--- config.mk ---
export PLATFORM = sky130hd
export DESIGN_NAME = regfile3p
export DESIGN_NICKNAME = d
export VERILOG_FILES = /design/src/rtl/rf_pkg.sv /design/src/rtl/rf_wr_decode.sv /design/src/rtl/rf_storage.sv /design/src/rtl/rf_read_port.sv /design/src/rtl/regfile3p.sv
export SDC_FILE = /design/constraint.sdc
export NUM_CORES = 2
export LEC_CHECK = 0
export BUFFER_PORTS_ARGS = -buffer_cell sky130_fd_sc_hd__buf_2
export CORE_MARGIN = 8
export CORE_UTILIZATION = 39
export DETAILED_ROUTE_END_ITERATION = 7
export GPL_ROUTABILITY_DRIVEN = 0
export GPL_TIMING_DRIVEN = 0
export PLACE_DENSITY = 0.66
export SLEW_MARGIN = 20
export SYNTH_ARGS = -nofsm -noshare
export SYNTH_HDL_FRONTEND = slang
export SYNTH_SLANG_ARGS = --single-unit
--- constraint.sdc ---
create_clock -name clk -period 7 [get_ports clk]
set_input_delay 0.7 -clock clk [delete_from_list [all_inputs] [get_ports clk]]
set_output_delay 0.7 -clock clk [all_outputs]
set_load 0.03 [all_outputs]
--- src/rtl/rf_pkg.sv ---
package rf_pkg;
  localparam int unsigned RF_ENTRIES = 32;
  localparam int unsigned RF_BITS    = 32;
endpackage

--- src/rtl/rf_wr_decode.sv ---
module rf_wr_decode #(
  parameter int unsigned DEPTH = 32,
  parameter int unsigned AW    = $clog2(DEPTH)
) (
  input  logic             wr_en,
  input  logic [AW-1:0]    wr_addr,
  output logic [DEPTH-1:0] wr_sel
);
  // one-hot strobe; entry 0 never selected
  always_comb begin
    wr_sel = '0;
    if (wr_en && (wr_addr != '0)) wr_sel[wr_addr] = 1'b1;
  end
endmodule

--- src/rtl/rf_storage.sv ---
module rf_storage #(
  parameter int unsigned DEPTH = 32,
  parameter int unsigned WIDTH = 32
) (
  input  logic                        clk,
  input  logic                        rst,
  input  logic [DEPTH-1:0]            wr_sel,
  input  logic [WIDTH-1:0]            wr_data,
  output logic [DEPTH-1:0][WIDTH-1:0] cells
);
  for (genvar gi = 0; gi < DEPTH; gi++) begin : g_cell
    if (gi == 0) begin : g_zero
      assign cells[gi] = '0;
    end else begin : g_reg
      always_ff @(posedge clk) begin
        if (rst)             cells[gi] <= '0;
        else if (wr_sel[gi]) cells[gi] <= wr_data;
      end
    end
  end
  // wr_sel[0] is never set by the decoder; storage ignores it
  logic unused_sel0;
  assign unused_sel0 = wr_sel[0];
endmodule

--- src/rtl/rf_read_port.sv ---
module rf_read_port #(
  parameter int unsigned DEPTH = 32,
  parameter int unsigned WIDTH = 32,
  parameter int unsigned AW    = $clog2(DEPTH)
) (
  input  logic [DEPTH-1:0][WIDTH-1:0] cells,
  input  logic [AW-1:0]               addr,
  output logic [WIDTH-1:0]            data
);
  assign data = cells[addr];
endmodule

--- src/rtl/regfile3p.sv ---
module regfile3p #(
  parameter int unsigned DEPTH = rf_pkg::RF_ENTRIES,
  parameter int unsigned WIDTH = rf_pkg::RF_BITS,
  localparam int unsigned AW   = $clog2(DEPTH)
) (
  input  logic             clk,
  input  logic             rst,
  input  logic             wr_en,
  input  logic [AW-1:0]    wr_addr,
  input  logic [WIDTH-1:0] wr_data,
  input  logic [AW-1:0]    rd_addr_a,
  output logic [WIDTH-1:0] rd_data_a,
  input  logic [AW-1:0]    rd_addr_b,
  output logic [WIDTH-1:0] rd_data_b
);
  logic [DEPTH-1:0]            wr_sel;
  logic [DEPTH-1:0][WIDTH-1:0] cells;

  rf_wr_decode #(.DEPTH(DEPTH), .AW(AW)) u_dec (
    .wr_en(wr_en), .wr_addr(wr_addr), .wr_sel(wr_sel)
  );

  rf_storage #(.DEPTH(DEPTH), .WIDTH(WIDTH)) u_store (
    .clk(clk), .rst(rst), .wr_sel(wr_sel), .wr_data(wr_data), .cells(cells)
  );

  rf_read_port #(.DEPTH(DEPTH), .WIDTH(WIDTH), .AW(AW)) u_rpa (
    .cells(cells), .addr(rd_addr_a), .data(rd_data_a)
  );

  rf_read_port #(.DEPTH(DEPTH), .WIDTH(WIDTH), .AW(AW)) u_rpb (
    .cells(cells), .addr(rd_addr_b), .data(rd_data_b)
  );
endmodule

==> results_dict.tcl <==
set metrics [dict create \
    timing.critical_path.to_type "primary output" \
    initial_utilization_pct 39.3 \
    finish.net_count 5864 \
    insertion_delay_ns 0.69 \
    tritoncts "done" \
    synthesis.nets 5658 \
    r2r-end "u_store.cells[492]$_SDFFE_PP0P_" \
    largest_register_ffs 992 \
    r2r_start "u_store.cells[492]$_SDFFE_PP0P_" \
    yosys_register_bits 992 \
    maxCapViolCount 0 \
    design.die.area_mm2 0.140 \
    synthFlopType "dfxtp_1" \
    leakagePower_nw 18.0 \
    synth.cells.most_frequent "nand2_1, a21oi_1, dfxtp_1" \
    drt_iter0_markers 6424 \
    drt-vias-per-instance 6.02 \
    ys_warn_count 0 \
    power_density_mw_per_mm2 223 \
    clock-skew-final_ns 0 \
    critical_path.startpoint_type "input port" \
    global_route.overflow_total 0 \
    post_cts_hold_buffer_count 0 \
    area_share_of_the_largest_cell_type_after_synthesis_pct 39.6 \
    mappedNetlistArea_mm2 0.0501 \
    critical_path_peak_fanout 10 \
    ys_seq_area_share_pct 39.6 \
    critPathRequiredTime_ns 6.30 \
    largest_register "u_store.cells" \
    netlist_instances 5608 \
    grtUsageTotal_pct 27.8 \
    hold_viol 0 \
    biggestRegsByFlops "u_store.cells: 992 flops" \
    synthMostInstantiatedCell "nand2_1" \
    holdPathEnd "u_store.cells[833]$_SDFFE_PP0P_" \
    postSynthAreaPerCell_um2 8.94 \
    dieWidth_um 374 \
    grt_antenna_before_repair 20 \
    timing.setup.critical_path_class "in2out" \
    detail-route-antenna-nets 0 \
    cts_made_buffers 100 \
    drt_pre_antenna_iters 6 \
    synth_top_area_cell "dfxtp_1" \
    global_route_wire_length_before_repair_um 291000 \
    via_count 45500 \
    finalMaxSlewViolations 0 \
    wire_per_inst_um 27.0 \
    cts.sink_count 992 \
    growth_of_design_area_from_synthesis_to_finish_pct 12.1 \
    critical_path.slowest_cell "clkbuf_1" \
    worstHoldStart "wr_data[1]" \
    timing.max_slew.rel_slack_pct 17.6 \
    synth.lib_cells_used.distinct 29 \
    postCtsSetupRepairBufs 0 \
    synth_enable_flop_cells 0 \
    cp_slowest_stage_delay_ns 0.96 \
    chipHeight_um 374 \
    worst_slew_pin_slew_ns 1.24 \
    first_global_vias 44200 \
    cts-root-to-sink-buffers 3 \
    clkSlewWorstSetupHoldPaths_ns 0.06 \
    post-dp-hpwl_um 168000 \
    htree_num_levels 3 \
    final_min_period_over_clock_period_pct 71.4 \
    placement.io_buffers 103 \
    critPathMostFrequentCell "clkbuf_1" \
    clock_root_buffer_master "clkbuf_16" \
    grt_setup_unrepaired "false" \
    hold_class "in2reg" \
    std_cell_rows 131 \
    floorplan.io_pins 114 \
    ctsResizeCount 0 \
    status "finished clean" \
    layout-drive-gt1-share_pct 15.6 \
    postSynth.asyncResetShare_pct 0 \
    postRouteWirelength_um 204000 \
    worst-r2r-setup-slack_ns 6.25 \
    drc_errors 0 \
    core_mm2 0.128 \
    ir_drop_uv 187 \
    fmax_mhz 200 \
    report.final.setup_viol 0 \
    hold_path_depth 3 \
    grt_start_max_net_pins 16 \
    whs_ns 0.278 \
    setup-tns-final_ns 0 \
    finalCriticalPeriod_ns 5.00 \
    crit_path_cell_trace "clkbuf_1 -> clkbuf_1 -> clkbuf_1 -> mux2i_1 -> and2_1 -> o31ai_1 -> buf_2" \
    top_post_synthesis_cells_by_area "dfxtp_1, mux4_2, nand2_1, a21oi_1, clkbuf_1" \
    worst_r2r_path_depth 2 \
    num-fill-cells 12300 \
    worstPathArrival_ns 4.30 \
]
## per-layer routing
layer	global-route usage, %	vias up	routed length [um]
met5	0.377	-	109
met4	19.9	12	17600
met3	7.96	730	25800
met2	43.1	3118	89400
met1	33.0	21700	71500
li1	-	20000	-
## per-stage QoR
stage                     std cells  setup WS [ns]  util [%]  cell area (um2)  power, mW
final                          7558           2.00      44.0            56200       12.5
after CTS                      7550           2.20      44.0            56100       12.5
after floorplan                5608           3.56         -            50100       6.45
after detailed placement       7374           2.19      41.3            52700       6.86
after global routing           7551           2.17      44.0            56100       12.8
after global placement         7373           2.22      41.3            52700       6.84
## where the power goes
part           switching [mW]  internal [mW]
combinational           0.768          0.288
sequential             0.0372           5.69
clock                    2.42           3.33
## cell families after synthesis
kind of cell	share of synthesized area, %
AO/OA/AOI/OAI	13.8
buffers and inverters	4.73
flip-flops	39.6
multiplexers	25.6
AND/OR/NAND/NOR	16.2
## worst max-delay path: cells and delay by family
family,cells,cell delay [ns]
AOI/OAI and AO/OA,1,0.81
and+or+nand+nor,1,0.24
muxes,1,0.25
buffers and inverters,4,2.29
## placed cells by master, fill, tap and decap left out, types with 3 or more instances in the layout
master | Yosys | layout
inv_6 | 0 | 3
a21oi_1 | 992 | 992
nor2_1 | 29 | 29
o22ai_1 | 32 | 32
clkbuf_16 | 0 | 103
diode_2 | 0 | 8
nor3b_1 | 4 | 3
bufinv_16 | 0 | 12
or3b_2 | 4 | 4
and2_1 | 34 | 34
and3b_1 | 5 | 5
buf_6 | 3 | 3
mux2i_1 | 96 | 96
nor2b_1 | 4 | 4
buf_1 | 23 | 23
a211oi_1 | 32 | 32
nand3b_1 | 5 | 5
a22o_1 | 128 | 128
o21ai_0 | 32 | 32
clkinv_2 | 0 | 20
mux4_2 | 480 | 480
mux2_2 | 96 | 96
dfxtp_1 | 992 | 992
clkbuf_1 | 487 | 503
nand2_1 | 2016 | 2016
clkbuf_8 | 0 | 19
buf_4 | 22 | 23
o31ai_1 | 32 | 32
buf_2 | 51 | 154
## how the worst max path moves through the flow
stage                  from             to  slack [ns]  cells past startpoint
2_1_floorplan  rd_addr_a[2]  rd_data_a[11]        3.56                      7
3_3_place_gp   rd_addr_a[1]  rd_data_a[24]        2.22                      7
3_5_place_dp   rd_addr_a[1]  rd_data_a[24]        2.19                      7
4_1_cts        rd_addr_a[1]  rd_data_a[23]        2.20                      7
5_1_grt        rd_addr_a[1]  rd_data_a[23]        2.17                      7
6_report       rd_addr_a[1]  rd_data_a[23]        2.00                      7
## final cells by class
type	instances	area, um2	area share, %
flip-flops and latches	992	19900	35.4
clock inverters	38	523	0.931
diodes	8	20.0	0.0356
multi-input cells	4029	27900	49.7
clock buffers	138	2900	5.16
plain buffers	586	2370	4.22
repair buffers	104	523	0.931
inverters	1	3.75	0.00668
well taps	1662	2080	3.70
(Power assumes the default switching activity.)
